## src/rtl/vcc_pkg.sv

```systemverilog
package vcc_pkg;
  localparam int DW = 32;
  localparam int MASK_W = 6;
  localparam int PIN_FIELD_W = 6;
  localparam logic [MASK_W-1:0] MASK_RST = 6'h32;
  localparam int CMP_BIT = 1;

  localparam logic [1:0] SEC_SHARED = 2'd0;
  localparam logic [1:0] SEC_LOCAL  = 2'd1;
  localparam logic [1:0] SEC_REMOTE = 2'd2;

  localparam logic [2:0] SH_CFG  = 3'd0;
  localparam logic [2:0] SH_CLO  = 3'd1;
  localparam logic [2:0] SH_CHI  = 3'd2;
  localparam logic [2:0] SH_USER = 3'd3;

  localparam logic [2:0] LO_PEND  = 3'd0;
  localparam logic [2:0] LO_MASK  = 3'd1;
  localparam logic [2:0] LO_SETM  = 3'd2;
  localparam logic [2:0] LO_CLRM  = 3'd3;
  localparam logic [2:0] LO_ROUTE = 3'd4;
  localparam logic [2:0] LO_RIDX  = 3'd5;
  localparam logic [2:0] LO_CMPLO = 3'd6;
  localparam logic [2:0] LO_CMPHI = 3'd7;
endpackage

```

## src/rtl/vcc_counter.sv

```systemverilog
module vcc_counter
  import vcc_pkg::*;
(
  input  logic          clk,
  input  logic          rst_n,
  input  logic          halt_wr_en,
  input  logic          halt_wdata,
  input  logic          load_en,
  input  logic [DW-1:0] load_val,
  output logic [DW-1:0] cnt_o,
  output logic          run_o
);
  logic [DW-1:0] cnt_q, cnt_d;
  logic          halt_q, halt_d;

  always_comb begin
    halt_d = halt_q;
    if (halt_wr_en) halt_d = halt_wdata;
    cnt_d = cnt_q;
    if (!halt_q)      cnt_d = cnt_q + 1'b1;
    else if (load_en) cnt_d = load_val;
  end

  always_ff @(posedge clk or negedge rst_n) begin
    if (!rst_n) begin
      cnt_q  <= '0;
      halt_q <= 1'b0;
    end else begin
      cnt_q  <= cnt_d;
      halt_q <= halt_d;
    end
  end

  assign cnt_o = cnt_q;
  assign run_o = !halt_q;

  p_step_r2: assert property (@(posedge clk) disable iff (!rst_n)
    run_o |=> (cnt_o == $past(cnt_o) + 1'b1));
  p_frozen_r3: assert property (@(posedge clk) disable iff (!rst_n)
    (!run_o && !load_en) |=> $stable(cnt_o));
  p_halt_ctl_r2: assert property (@(posedge clk) disable iff (!rst_n)
    halt_wr_en |=> (run_o == !$past(halt_wdata)));
endmodule

```

## src/rtl/vcc_vp_slot.sv

```systemverilog
module vcc_vp_slot
  import vcc_pkg::*;
#(
  parameter int NUM_VP  = 4,
  parameter int NUM_PIN = 6,
  localparam int VP_W   = (NUM_VP > 1) ? $clog2(NUM_VP) : 1
) (
  input  logic                   clk,
  input  logic                   rst_n,
  input  logic [DW-1:0]          cnt_i,
  input  logic                   run_i,
  input  logic                   wr_en,
  input  logic [2:0]             wr_off,
  input  logic [DW-1:0]          wdata,
  output logic                   pend_o,
  output logic [MASK_W-1:0]      mask_o,
  output logic                   route_en_o,
  output logic [PIN_FIELD_W-1:0] route_pin_o,
  output logic [DW-1:0]          cmp_o,
  output logic [VP_W-1:0]        ridx_o,
  output logic [NUM_PIN-1:0]     pins_o
);
  localparam logic [PIN_FIELD_W-1:0] PIN_LIM = PIN_FIELD_W'(NUM_PIN);

  logic                   pend_q, pend_d;
  logic [MASK_W-1:0]      mask_q, mask_d;
  logic                   ren_q, ren_d;
  logic [PIN_FIELD_W-1:0] rpin_q, rpin_d;
  logic [DW-1:0]          cmp_q, cmp_d;
  logic [VP_W-1:0]        ridx_q, ridx_d;
  logic                   hit, wr_cmp, wr_route;

  assign hit      = run_i && (cnt_i == cmp_q);
  assign wr_cmp   = wr_en && (wr_off == LO_CMPLO);
  assign wr_route = wr_en && (wr_off == LO_ROUTE);

  always_comb begin
    pend_d = pend_q;
    mask_d = mask_q;
    ren_d  = ren_q;
    rpin_d = rpin_q;
    cmp_d  = cmp_q;
    ridx_d = ridx_q;
    if (wr_cmp) begin
      pend_d = 1'b0;
      cmp_d  = wdata;
    end else if (hit) begin
      pend_d = 1'b1;
    end
    if (wr_en && wr_off == LO_SETM) mask_d = mask_q | wdata[MASK_W-1:0];
    if (wr_en && wr_off == LO_CLRM) mask_d = mask_q & ~wdata[MASK_W-1:0];
    if (wr_route && (wdata[PIN_FIELD_W-1:0] < PIN_LIM)) begin
      ren_d  = wdata[DW-1];
      rpin_d = wdata[PIN_FIELD_W-1:0];
    end
    if (wr_en && wr_off == LO_RIDX && (wdata < DW'(NUM_VP)))
      ridx_d = wdata[VP_W-1:0];
  end

  always_ff @(posedge clk or negedge rst_n) begin
    if (!rst_n) begin
      pend_q <= 1'b0;
      mask_q <= MASK_RST;
      ren_q  <= 1'b1;
      rpin_q <= '0;
      cmp_q  <= '1;
      ridx_q <= '0;
    end else begin
      pend_q <= pend_d;
      mask_q <= mask_d;
      ren_q  <= ren_d;
      rpin_q <= rpin_d;
      cmp_q  <= cmp_d;
      ridx_q <= ridx_d;
    end
  end

  for (genvar p = 0; p < NUM_PIN; p++) begin : g_pin
    assign pins_o[p] = pend_q && mask_q[CMP_BIT] && ren_q &&
                       (rpin_q == PIN_FIELD_W'(p));
  end

  assign pend_o      = pend_q;
  assign mask_o      = mask_q;
  assign route_en_o  = ren_q;
  assign route_pin_o = rpin_q;
  assign cmp_o       = cmp_q;
  assign ridx_o      = ridx_q;

  p_ack_r6: assert property (@(posedge clk) disable iff (!rst_n)
    wr_cmp |=> !pend_o);
  p_bad_pin_r8: assert property (@(posedge clk) disable iff (!rst_n)
    (wr_route && wdata[PIN_FIELD_W-1:0] >= PIN_LIM) |=>
      ($stable(route_pin_o) && $stable(route_en_o)));
  p_one_pin_r5: assert property (@(posedge clk) disable iff (!rst_n)
    $onehot0(pins_o));
  p_pend_cause_r4: assert property (@(posedge clk) disable iff (!rst_n)
    $rose(pend_o) |-> $past(run_i && cnt_i == cmp_o));
  p_ridx_range_r9: assert property (@(posedge clk) disable iff (!rst_n)
    (ridx_o < VP_W'(NUM_VP)) || (NUM_VP == 2**VP_W));
endmodule

```

## src/rtl/vp_count_compare.sv

```systemverilog
module vp_count_compare
  import vcc_pkg::*;
#(
  parameter int NUM_VP  = 4,
  parameter int NUM_PIN = 6,
  localparam int VP_W   = (NUM_VP > 1) ? $clog2(NUM_VP) : 1
) (
  input  logic                      clk,
  input  logic                      rst_n,
  input  logic                      req_vld,
  input  logic                      req_wr,
  input  logic [5:0]                req_addr,
  input  logic [VP_W-1:0]           req_vp,
  input  logic [DW-1:0]             req_wdata,
  output logic [DW-1:0]             rsp_data,
  output logic [NUM_VP*NUM_PIN-1:0] vp_pin_o
);
  logic [1:0]    sec;
  logic [2:0]    off;
  logic          addr_ok, wr, sh_wr, vp_acc;
  logic [DW-1:0] cnt;
  logic          run;
  logic [VP_W-1:0] tgt;
  logic [DW-1:0] rd_d, rsp_q;

  logic                   pend   [NUM_VP];
  logic [MASK_W-1:0]      mask   [NUM_VP];
  logic                   ren    [NUM_VP];
  logic [PIN_FIELD_W-1:0] rpin   [NUM_VP];
  logic [DW-1:0]          cmpv   [NUM_VP];
  logic [VP_W-1:0]        ridx   [NUM_VP];
  logic [NUM_PIN-1:0]     pins   [NUM_VP];

  assign sec     = req_addr[5:4];
  assign off     = req_addr[2:0];
  assign addr_ok = !req_addr[3];
  assign wr      = req_vld && req_wr && addr_ok;
  assign sh_wr   = wr && (sec == SEC_SHARED);
  assign vp_acc  = (sec == SEC_LOCAL) || (sec == SEC_REMOTE);
  assign tgt     = (sec == SEC_REMOTE) ? ridx[req_vp] : req_vp;

  vcc_counter u_cnt (
    .clk        (clk),
    .rst_n      (rst_n),
    .halt_wr_en (sh_wr && off == SH_CFG),
    .halt_wdata (req_wdata[0]),
    .load_en    (sh_wr && off == SH_CLO),
    .load_val   (req_wdata),
    .cnt_o      (cnt),
    .run_o      (run)
  );

  for (genvar v = 0; v < NUM_VP; v++) begin : g_vp
    vcc_vp_slot #(.NUM_VP(NUM_VP), .NUM_PIN(NUM_PIN)) u_slot (
      .clk         (clk),
      .rst_n       (rst_n),
      .cnt_i       (cnt),
      .run_i       (run),
      .wr_en       (wr && vp_acc && (tgt == VP_W'(v))),
      .wr_off      (off),
      .wdata       (req_wdata),
      .pend_o      (pend[v]),
      .mask_o      (mask[v]),
      .route_en_o  (ren[v]),
      .route_pin_o (rpin[v]),
      .cmp_o       (cmpv[v]),
      .ridx_o      (ridx[v]),
      .pins_o      (pins[v])
    );
    assign vp_pin_o[v*NUM_PIN +: NUM_PIN] = pins[v];
  end

  always_comb begin
    rd_d = '0;
    if (addr_ok && sec == SEC_SHARED) begin
      case (off)
        SH_CFG:  rd_d = {{(DW-1){1'b0}}, !run};
        SH_CLO:  rd_d = cnt;
        SH_USER: rd_d = cnt;
        default: rd_d = '0;
      endcase
    end else if (addr_ok && vp_acc) begin
      case (off)
        LO_PEND:  rd_d = DW'(pend[tgt]) << CMP_BIT;
        LO_MASK:  rd_d = DW'(mask[tgt]);
        LO_ROUTE: rd_d = {ren[tgt], {(DW-1-PIN_FIELD_W){1'b0}}, rpin[tgt]};
        LO_RIDX:  rd_d = DW'(ridx[tgt]);
        LO_CMPLO: rd_d = cmpv[tgt];
        default:  rd_d = '0;
      endcase
    end
  end

  always_ff @(posedge clk or negedge rst_n) begin
    if (!rst_n)                 rsp_q <= '0;
    else if (req_vld && !req_wr) rsp_q <= rd_d;
  end

  assign rsp_data = rsp_q;

  p_rsp_hold_r11: assert property (@(posedge clk) disable iff (!rst_n)
    !(req_vld && !req_wr) |=> $stable(rsp_data));
endmodule

```

## config.mk

```make
export PLATFORM = sky130hd
export DESIGN_NAME = vp_count_compare
export DESIGN_NICKNAME = d
export VERILOG_FILES = /design/src/rtl/vcc_pkg.sv /design/src/rtl/vcc_counter.sv /design/src/rtl/vcc_vp_slot.sv /design/src/rtl/vp_count_compare.sv
export SDC_FILE = /design/constraint.sdc
export NUM_CORES = 1
export LEC_CHECK = 0
export BUFFER_PORTS_ARGS = -buffer_cell sky130_fd_sc_hd__buf_2
export CAP_MARGIN = 5
export CELL_PAD_IN_SITES_DETAIL_PLACEMENT = 2
export CELL_PAD_IN_SITES_GLOBAL_PLACEMENT = 2
export CORE_ASPECT_RATIO = 2
export CORE_MARGIN = 5
export CORE_UTILIZATION = 30
export DETAILED_ROUTE_END_ITERATION = 6
export GPL_TIMING_DRIVEN = 1
export HOLD_SLACK_MARGIN = 0.02
export PLACE_DENSITY = 0.7
export SLEW_MARGIN = 20
export SYNTH_ARGS = -nofsm -noshare
export SYNTH_HDL_FRONTEND = slang
export SYNTH_SLANG_ARGS = --single-unit
export TNS_END_PERCENT = 30
```

## constraint.sdc

```tcl
create_clock -name clk -period 2.65 [get_ports clk]
set_input_delay 0.265 -clock clk [delete_from_list [all_inputs] [get_ports clk]]
set_output_delay 0.265 -clock clk [all_outputs]
set_load 0.1 [all_outputs]
```

# Word-level counts from Yosys, hierarchy flattened
# Cells that the tools add are included.
# word_totals
ff_bits	257
latchBits	0
mem_bits_rw	0
rom_bits	0
input_bits	44
output_inout_bits	56
memories	0
# op_classes
add_sub_neg	1
multipliers	0
n_div	0
order_cmp	4
n_eq_ne	36
shifts	0
mux	44
bitwise	11
reduce_logical	97
# ops
op	n
2-to-1 mux 32 bit	6
case mux 32 bit (5 select lines)	1
equality test 32 bit	4
logical AND 1 bit	77
2-to-1 mux 6 bit	12
binary-select mux 32 bit (select 2 bit)	1
case mux 32 bit (2 select lines)	1
equality test 6 x 2 -> 1 bit, second input constant	8
equality test 6 x 3 -> 1 bit, second input constant	8
adder 32 x 1 -> 32 bit, second input constant	1
< comparator 32 x 3 -> 1 bit, second input constant	1
bitwise AND 6 bit	4
binary-select mux 6 bit (select 2 bit)	2
equality test 6 x 1 -> 1 bit, second input constant	4
logical NOT 6 bit	4
OR 6 bit	4
nonzero test 2 bit	8
2-to-1 mux 1 bit	12
2-to-1 mux 2 bit	5
equality test 3 bit, second input constant	3
binary-select mux 2 bit (select 2 bit)	2
equality test 2 bit, second input constant	3
equality test 3 x 2 -> 1 bit, second input constant	2
greater-or-equal comparator 3 bit, second input constant	2
other kinds (12)	18

# Longest topological paths before layout
# Gate-level depths: netlist (run 1).
# depth
depth_word	12
ltp_mapped	11
mapped_depth_nobuf	9

# Hierarchy
# Synthesis (run 1) repeated with hierarchy kept, for this count alone.
# unflattened
cells_unflattened	1289
hier_area_um2	14782.9
# modules_own_cells
module	instances	cells_each	area_per_inst_um2	seq_area_each_um2
vcc_vp_slot	4	184	2351.0	1246.2
vp_count_compare	1	328	3365.7	800.8
vcc_counter	1	225	2013.2	825.8

# Worst setup path after synthesis (run 1)
# No wires, ideal clock.
# synth_path
path_type	flip-flop to output port
from	register (tool-made name)
to	output port vp_pin_o[10]
arrival_time_ns	4.033
t_required_ns	2.385
setup_slack_ns	-1.648
path_stages_with_launch	4
n_path_buf	0
path_cell_list	dfstp_2 > nor4b_1 > nand3_1 > nor4b_1
# synth_lines
element	line_no	text
to (decl)	vp_count_compare.sv:16	output logic [NUM_VP*NUM_PIN-1:0] vp_pin_o

==> flow_summary.json, run 1 <==
{
  "outcome": "complete, no violations",
  "die_h_um": 317.1,
  "path_delay_family": "simple AND/OR/NAND/NOR gates",
  "nNetsFinal": 1458,
  "fin_ws_ns": 0.1220,
  "drt_iter0_drc": 479,
  "fin_setup_tns_ns": 0,
  "synth.avg_cell_area_um2": 11.16,
  "clock.fmax_mhz": 395.6,
  "hold_depth": 2,
  "finalPower_mw": 11.44,
  "setup_viol": 0,
  "fp.coreArea_um2": 46660,
  "tritoncts": "built",
  "synth_edf_count": 0,
  "cp-start-kind": "register",
  "design.die.area_um2": 51870,
  "hpwl_um": 46230,
  "clk_pin_slew_ns": 0.06,
  "cpMaxStageDelayCell": "dfstp_2",
  "ys_types": 67,
  "worst_pin_slew_ns": 0.8038,
  "via_count": 11410,
  "critical_path.max_stage_delay_ns": 0.58,
  "first_pass_iters": 4,
  "powerDensity_nw_per_um2": 666.6,
  "pre_cts_ws_ns": -0.06135,
  "num_io_pins": 100,
  "antenna_left": 0,
  "layout_common_cells": "144 x dfstp_2, 135 x mux2_2, 114 x nor2_1",
  "min_period_ns": 2.528,
  "ys.warnings.count": 0,
  "skew_ns": 0.02613,
  "path_cells": "nor4b_4 > nand3_1 > or2_2 > nor3_2 > buf_4",
  "async_flop_share": 1.000,
  "area_delta_synth_final_pct": 21.29,
  "cts_max_path_buffers": 3,
  "ctsHtreeMaxLevel": 1,
  "worstHoldStart": "req_wdata[30]",
  "start_util": 0.3032,
  "yosysSeqAreaShare": 0.4673,
  "required_ns": 2.38,
  "max_cap_violations": 0,
  "p_leak_nw": 7.062,
  "drv_slew": 0,
  "track_usage": 0.2327,
  "r2r_cells": 8,
  "crit_buf_inv": 1,
  "num_rows": 112,
  "min_path_type": "in -> reg",
  "syn_inst": 1268,
  "path_class": "reg -> out",
  "reg2reg_from": "g_vp[0].u_slot.ridx_o[1]",
  "numCtsBuffers": 27,
  "port_buffers": 99,
  "grt_pass1_vias": 13260,
  "clock-sinks": 257,
  "clk_latency_ns": 0.57,
  "hold_viol": 0,
  "final_common_cell": "dfstp_2",
  "synthesis.nets": 1315,
  "drc": 0,
  "grt_overflow": 0,
  "antenna_found_initial": 0,
  "relSlewSlack": 0.4641,
  "n_antenna_cell": 0,
  "root_buffer": "clkbuf_16",
  "viasPerCell": 5.543,
  "cts_setup_buffers": 0,
  "drive_gt1_frac": 0.4193,
  "totalWireLength_um": 60010,
  "wl_per_cell_um": 29.16,
  "synth_ff_type": "dfstp_2",
  "grt_max_degree": 75,
  "vdd_ir_drop_max_uv": 580.6,
  "gp_congestion": 0.9441,
  "grt_first_pass_wirelength_um": 89270,
  "cp-end-kind": "output port",
  "die_x_um": 163.6,
  "whs_ns": 0.03597,
  "yosys_register_bits": 257,
  "period_share": 0.9540,
  "worst-path-max-fanout": 3,
  "cp.arrival_ns": 2.26,
  "syn_area_um2": 14150,
  "crit_cells": 5
}
## final timing paths
kind	to	slack, ns
hold / removal	g_vp[1].u_slot.cmp_o[30]	0.04
max in group asynchronous	g_vp[1].u_slot.cmp_o[15]	1.45
hold reg to reg	register	0.51
setup / recovery	vp_pin_o[18]	0.12
min in group asynchronous	g_vp[0].u_slot.route_pin_o[1]	0.23
setup reg to reg	g_vp[2].u_slot.cmp_o[10]	0.20
## synth_stat cells, types with 3 or more instances
library cell / count / area, um2
dfstp_2: 144 / 3784
mux2_2: 135 / 1520
nor2_1: 115 / 431.7
dfrtp_1: 113 / 2828
xor2_1: 113 / 989.7
nand2_1: 59 / 221.5
clkbuf_1: 56 / 210.2
a21oi_1: 48 / 240.2
o21ai_0: 47 / 235.2
nor4_1: 43 / 269.0
buf_2: 33 / 165.2
mux4_2: 32 / 720.7
nand3_1: 31 / 155.2
a221oi_1: 27 / 236.5
mux2i_1: 26 / 260.3
o31ai_1: 26 / 195.2
nor3_1: 20 / 100.1
a211oi_1: 16 / 120.1
nand4_1: 16 / 100.1
xnor2_1: 16 / 140.1
inv_1: 11 / 41.29
mux2_1: 11 / 123.9
nor2b_1: 11 / 68.82
and2_1: 10 / 62.56
nor4b_1: 9 / 78.83
o22ai_1: 9 / 56.30
and3_1: 8 / 50.05
mux2_4: 8 / 120.1
a22oi_1: 5 / 37.54
nand2b_1: 5 / 31.28
a211o_1: 4 / 35.03
a41oi_1: 4 / 35.03
or3_1: 4 / 25.02
buf_1: 3 / 11.26
buf_4: 3 / 22.52
ha_1: 3 / 37.54
o221a_2: 3 / 33.78
o2bb2ai_1: 3 / 26.28
## where the power goes
part	total (mW)	internal [mW]	switching, mW
combinational	2.75	0.862	1.89
clock	4.01	2.29	1.72
sequential	4.68	4.31	0.368
## stage by stage
stage                       util  cell area, um2  cells
after floorplan                -           14220   1268
after global placement    0.3453           16110   2004
after detailed placement  0.3453           16110   2004
after CTS                 0.3671           17130   2058
after global routing      0.3678           17160   2058
final                     0.3678           17160   2058
## layer usage
layer / wire (um) / up-vias / GRT usage / share of wire
met5: 0 / - / 0 / 0
met4: 6522 / 0 / 0.2026 / 0.11
met3: 1723 / 189 / 0.02490 / 0.029
met2: 32340 / 331 / 0.4356 / 0.54
met1: 19420 / 5976 / 0.2206 / 0.32
li1: - / 4911 / - / -
## sequential cells by signal, summed over array words and instances, names as in the netlist, named ones only
signal                   cells
u_cnt.halt_q                 1
rsp_data                    32
g_vp.u_slot.route_pin_o     24
g_vp.u_slot.cmp_o          128
g_vp.u_slot.ridx_o           8
g_vp.u_slot.pend_o           4
u_cnt.cnt_o                 32
g_vp.u_slot.route_en_o       4
## timing repair
item,4_1_cts,5_1_grt
cloned,0,0
gates resized for setup,16,7
hold buffers,5,0
endpoints found under the hold margin,34,0
setup endpoints to repair,16,10
## logic make-up (layout without fill, tap and decap cells)
group                    Yosys count  in the layout  share of synthesized area
AO/OA/AOI/OAI                    206            206                    0.09666
XOR/XNOR                         129            129                    0.07985
adder cells (fa/ha/maj)            3              3                   0.002653
buffers and inverters            107            270                    0.03263
flip-flops                       257            257                     0.4673
multiplexers                     212            212                     0.1940
AND/OR/NAND/NOR                  354            354                     0.1269
## area by class of cell
cell class | instances | area, um2
Clock buffer | 37 | 793.3
Clock inverter | 12 | 120.1
Fill cell | 4880 | 29500
Inverter | 11 | 41.29
Multi-Input combinational cell | 904 | 7208
Sequential cell | 257 | 6611
Tap cell | 627 | 784.5
Timing Repair Buffer | 210 | 1603
Note: power is estimated with default switching activity, not from simulation.
==> run 2, diff against run 1 <==
--- a/config.mk
+++ b/config.mk
@@ -16,6 +16,7 @@
 export GPL_TIMING_DRIVEN = 1
 export HOLD_SLACK_MARGIN = 0.02
 export PLACE_DENSITY = 0.7
+export REMOVE_ABC_BUFFERS = 1
 export SLEW_MARGIN = 20
 export SYNTH_ARGS = -nofsm -noshare
 export SYNTH_HDL_FRONTEND = slang
==> run 2 against run 1 <==
  * Sequential cell count unchanged
  * Highest routed layer is now met5
  * Worst hold slack better by 0.0046 ns
  * Largest power group unchanged
  * Worst setup slack worse by 0.012 ns
  * Count of clock-buffer cells in the layout up 1
  * Register-to-register slack worse by 0.04 ns
==> flow_summary.json, run 2 (synthesized netlist as in run 1, its figures left out) <==
{
  "tritoncts": "built",
  "design.die.area_um2": 51870,
  "max_cap_violations": 0,
  "die_h_um": 317.1,
  "required_ns": 2.38,
  "first_pass_iters": 5,
  "area_delta_synth_final_pct": 21.39,
  "num_io_pins": 100,
  "rsz0062_at_grt": "true",
  "viasPerCell": 5.606,
  "ctsHtreeMaxLevel": 1,
  "min_period_ns": 2.540,
  "fp.coreArea_um2": 46660,
  "drive_gt1_frac": 0.4178,
  "skew_ns": 0.01314,
  "clk_pin_slew_ns": 0.07,
  "period_share": 0.9584,
  "fin_ws_ns": 0.1102,
  "port_buffers": 99,
  "die_x_um": 163.6,
  "drv_slew": 0,
  "hold_end": "g_vp[0].u_slot.cmp_o[10]",
  "start_util": 0.3032,
  "vdd_ir_drop_max_uv": 470.3,
  "gp_congestion": 0.9098,
  "num-fill-cells": 4920,
  "num_rows": 112,
  "wl_per_cell_um": 29.26,
  "reg2reg_from": "u_cnt.cnt_o[1]",
  "layout_common_cells": "144 x dfstp_2, 135 x mux2_2, 114 x nor2_1",
  "hold_depth": 2,
  "relSlewSlack": 0.2528,
  "clk_latency_ns": 0.57,
  "r2r_cells": 7,
  "totalWireLength_um": 60500,
  "worst-path-max-fanout": 5,
  "grt_max_degree": 82,
  "hold_viol": 0,
  "via_count": 11590,
  "cp-end-kind": "output port",
  "clock.fmax_mhz": 393.7,
  "numCtsBuffers": 26,
  "cp.arrival_ns": 2.27,
  "path_class": "reg -> out",
  "root_buffer": "clkbuf_16",
  "n_antenna_cell": 0,
  "track_usage": 0.2329,
  "setup_viol": 0,
  "reg2reg_slack_ns": 0.16,
  "outcome": "complete, no violations",
  "powerDensity_nw_per_um2": 663.6,
  "drc": 0,
  "nNetsFinal": 1468,
  "grt_pass1_vias": 13460,
  "r2r_end": "u_cnt.cnt_o[22]",
  "antenna_left": 0,
  "hpwl_um": 46220,
  "final_common_cell": "dfstp_2",
  "pre_cts_ws_ns": -0.05714,
  "worstHoldStart": "req_wdata[10]",
  "grt_overflow": 0,
  "grt_first_pass_wirelength_um": 89530,
  "drt_iter0_drc": 410,
  "worst_pin_slew_ns": 1.117,
  "p_leak_nw": 7.109,
  "cp-start-kind": "register",
  "largest_reg_flops": 128,
  "cts_max_path_buffers": 3,
  "min_path_type": "in -> reg",
  "clock-sinks": 257,
  "antenna_found_initial": 1,
  "fin_util": 0.3681
}
-- run 2: area by class of cell --
| type | instances | area, um2 | share of cell area |
|---|---|---|---|
| multi-input cells | 904 | 7137 | 0.4155 |
| flip-flops and latches | 257 | 6613 | 0.3850 |
| repair buffers | 221 | 1699 | 0.09893 |
| clock buffers | 38 | 798.3 | 0.04648 |
| well taps | 627 | 784.5 | 0.04568 |
| clock inverters | 10 | 102.6 | 0.005974 |
| inverters | 11 | 41.29 | 0.002404 |
-- run 2: where the power goes --
part / leakage [nW] / internal [mW] / total [mW] / switching (mW)
Sequential: 2.87 / 4.31 / 4.71 / 0.395
Clock: 0.449 / 2.28 / 3.99 / 1.71
Combinational: 3.79 / 0.869 / 2.70 / 1.83
Total: 7.11 / 7.46 / 11.4 / 3.93
-- run 2: per-stage QoR --
stage	hold WS, ns	total power, mW	std cells	cell area (um2)	TNS, ns
after floorplan	-0.03059	6.113	1172	13730	-166.38
after global placement	0.3085	7.376	2016	16160	0
after detailed placement	0.3199	7.468	2016	16160	-0.3547
after CTS	0.02397	11.50	2067	17130	-0.09639
after global routing	0.04914	11.79	2068	17180	-0.01273
final	0.04055	11.40	2068	17180	0
-- run 2: routing by layer --
layer	GRT usage	wire length, um	vias to the layer above
met5	0	13	-
met4	0.1750	5554	2
met3	0.02257	1796	182
met2	0.4527	33780	328
met1	0.2196	19360	6134
li1	-	-	4947
-- run 2: worst max path at each step --
stage                     start      endpoint  slack, ns  cells after the start
floorplan              register  vp_pin_o[10]      -1.65                      3
global placement    req_addr[4]   rsp_data[3]       0.02                     12
detailed placement  req_addr[4]  rsp_data[16]      -0.06                     10
CTS                    register  vp_pin_o[10]      -0.06                      4
global route           register  vp_pin_o[17]     -0.008                      4
finish                 register  vp_pin_o[17]       0.11                      4
-- run 2: timing repair --
action,in CTS,in global routing
pin swaps,0,1
endpoints found under the hold margin,47,0
resized for setup,15,7
endpoints found under the setup margin,14,12
setup buffers,0,1
hold buffers,3,0
-- run 2: worst max-delay path, cell delays in order, from the launching register on --
cell	delay [ns]
dfstp_2	0.55
nor4b_1	0.23
nand3_1	0.23
nor4b_1	0.35
buf_4	0.36
==> run 3, diff against run 2 <==
--- a/config.mk
+++ b/config.mk
@@ -5,7 +5,6 @@
 export SDC_FILE = /design/constraint.sdc
 export NUM_CORES = 1
 export LEC_CHECK = 0
-export BUFFER_PORTS_ARGS = -buffer_cell sky130_fd_sc_hd__buf_2
 export CAP_MARGIN = 5
 export CELL_PAD_IN_SITES_DETAIL_PLACEMENT = 2
 export CELL_PAD_IN_SITES_GLOBAL_PLACEMENT = 2
@@ -13,12 +12,14 @@
 export CORE_MARGIN = 5
 export CORE_UTILIZATION = 30
 export DETAILED_ROUTE_END_ITERATION = 6
+export DONT_BUFFER_PORTS = 1
 export GPL_TIMING_DRIVEN = 1
 export HOLD_SLACK_MARGIN = 0.02
-export PLACE_DENSITY = 0.7
+export PLACE_DENSITY = 0.67
 export REMOVE_ABC_BUFFERS = 1
+export SKIP_CTS_REPAIR_TIMING = 1
 export SLEW_MARGIN = 20
 export SYNTH_ARGS = -nofsm -noshare
 export SYNTH_HDL_FRONTEND = slang
 export SYNTH_SLANG_ARGS = --single-unit
-export TNS_END_PERCENT = 30
+export TNS_END_PERCENT = 50
==> run 3 against run 2 <==
  * The flow now finishes with violations (hold timing)
  * Clock power about the same
  * Worst setup slack worse by 0.054 ns
  * Global-route usage down 0.49 points
  * Non-clock buffer count shrank 35
  * Die area stayed put
  * Largest power group unchanged
  * Sequential power increased by 2%
  * Utilization rose by 0.57 points
  * Sequential cell count did not move
==> flow_summary.json, run 3 (synthesized netlist as in run 1, its figures left out) <==
{
  "drive_gt1_frac": 0.3933,
  "cp-end-kind": "output port",
  "die_x_um": 163.6,
  "fin_ws_ns": 0.05622,
  "relSlewSlack": 0.2877,
  "violations": "hold timing",
  "num_rows": 112,
  "nNetsFinal": 1433,
  "tritoncts": "built",
  "wl_per_cell_um": 30.46,
  "path_delay_family": "simple AND/OR/NAND/NOR gates",
  "hold_viol": 257,
  "first_pass_iters": 5,
  "rsz0062_at_grt": "true",
  "skew_ns": 0.02447,
  "antenna_left": 0,
  "clock-sinks": 257,
  "layout.cells.non_filler": 2034,
  "layout_common_cells": "144 x dfstp_2, 135 x mux2_2, 125 x buf_4",
  "grt_overflow": 0,
  "fp.coreArea_um2": 46660,
  "powerDensity_nw_per_um2": 645.4,
  "setup_viol": 0,
  "num_io_pins": 100,
  "gp_congestion": 0.8338,
  "crit_buf_inv": 2,
  "cp-start-kind": "register",
  "cp.arrival_ns": 2.33,
  "hpwl_um": 43540,
  "port_buffers": 0,
  "cpMaxStageDelayCell": "dfstp_2",
  "clk_latency_ns": 0.58,
  "largest_reg_flops": 128,
  "antenna_found_initial": 1,
  "placedCellCount": 1946,
  "drt_iter0_drc": 514,
  "ctsHtreeMaxLevel": 1,
  "max_cap_violations": 0,
  "grt_max_degree": 258,
  "die_h_um": 317.1,
  "worst-path-max-fanout": 4,
  "start_util": 0.3032,
  "totalWireLength_um": 61950,
  "track_usage": 0.2280,
  "drc": 0,
  "min_period_ns": 2.594,
  "final_common_cell": "dfstp_2",
  "grt_first_pass_wirelength_um": 87150,
  "cts_max_path_buffers": 3,
  "path_cells": "nor4b_1 > nand3_1 > buf_4 > nor4b_4 > clkbuf_16",
  "worst_pin_slew_ns": 1.065,
  "outcome": "finished with violations",
  "drv_slew": 0,
  "numCtsBuffers": 26,
  "vdd_ir_drop_max_uv": 526.8,
  "clk_pin_slew_ns": 0.07,
  "period_share": 0.9788,
  "whs_ns": -0.6013,
  "p_leak_nw": 6.995,
  "required_ns": 2.38,
  "min_path_type": "in -> async",
  "area_delta_synth_final_pct": 23.26,
  "via_count": 11290,
  "pre_cts_ws_ns": -0.1093,
  "critical_path.max_stage_delay_ns": 0.55,
  "clock.fmax_mhz": 385.5,
  "viasPerCell": 5.551,
  "fin_util": 0.3737,
  "design.die.area_um2": 51870,
  "grt_pass1_vias": 12680,
  "path_class": "reg -> out",
  "root_buffer": "clkbuf_16"
}
[run 3: cell types whose count changed in the layout (fill, tap and decap cells not counted), sizes merged, moves of 2 or more]
| cell | before | now |
|---|---|---|
| dlygate4sd3 | 3 | 37 |
| clkbuf | 41 | 43 |
| buf | 215 | 145 |
| clkinv | 7 | 4 |
[run 3: layout make-up]
cell class / count / area, um2
Clock inverter: 9 / 128.9
Timing Repair Buffer: 186 / 1861
Fill cell: 4851 / 29230
Clock buffer: 39 / 760.7
Sequential cell: 257 / 6613
Tap cell: 627 / 784.5
Inverter: 11 / 41.29
Multi-Input combinational cell: 904 / 7248
Antenna cell: 1 / 2.502
[run 3: layer usage]
metal / GRT usage / share of wire
met5: 0 / 0
met4: 0.1463 / 0.077
met3: 0.03579 / 0.036
met2: 0.4457 / 0.57
met1: 0.2149 / 0.32
[run 3: final timing paths]
check	from	end	slack (ns)	cells after the start
max	register	vp_pin_o[10]	0.06	5
min	rst_n	g_vp[2].u_slot.route_pin_o[5]	-0.60	0
max reg2reg	g_vp[3].u_slot.ridx_o[0]	rsp_data[0]	0.08	8
min reg2reg	register	register	0.50	2
max in group asynchronous	rst_n	u_cnt.cnt_o[13]	2.65	0
min in group clk	req_wdata[5]	register	0	2
[run 3: power by group]
part | switching, mW | internal [mW]
Combinational | 1.56 | 0.874
Sequential | 0.514 | 4.31
Clock | 1.72 | 2.28
Total | 3.79 | 7.46
[run 3: per-stage QoR]
stage | total power [mW] | area (um2) | TNS, ns | hold slack [ns]
finish | 11.26 | 17440 | 0 | -0.6013
global route | 11.64 | 17440 | -0.07957 | -0.6184
CTS | 11.24 | 17000 | -0.1581 | -0.6217
detailed placement | 7.179 | 16110 | -0.1366 | -0.01613
global placement | 7.121 | 16110 | 0 | -0.01345
floorplan | 6.113 | 13730 | -166.38 | -0.03059
[run 3: worst register-to-register path: stages (launching register included)]
cell and delay (ns):
dfrtp_1 0.41, mux2_2 0.29, o21ai_2 0.25, nand2_4 0.18, buf_4 0.25, mux2i_1 0.18, a2111oi_0 0.63, a221oi_1 0.14
o211ai_1 0.15
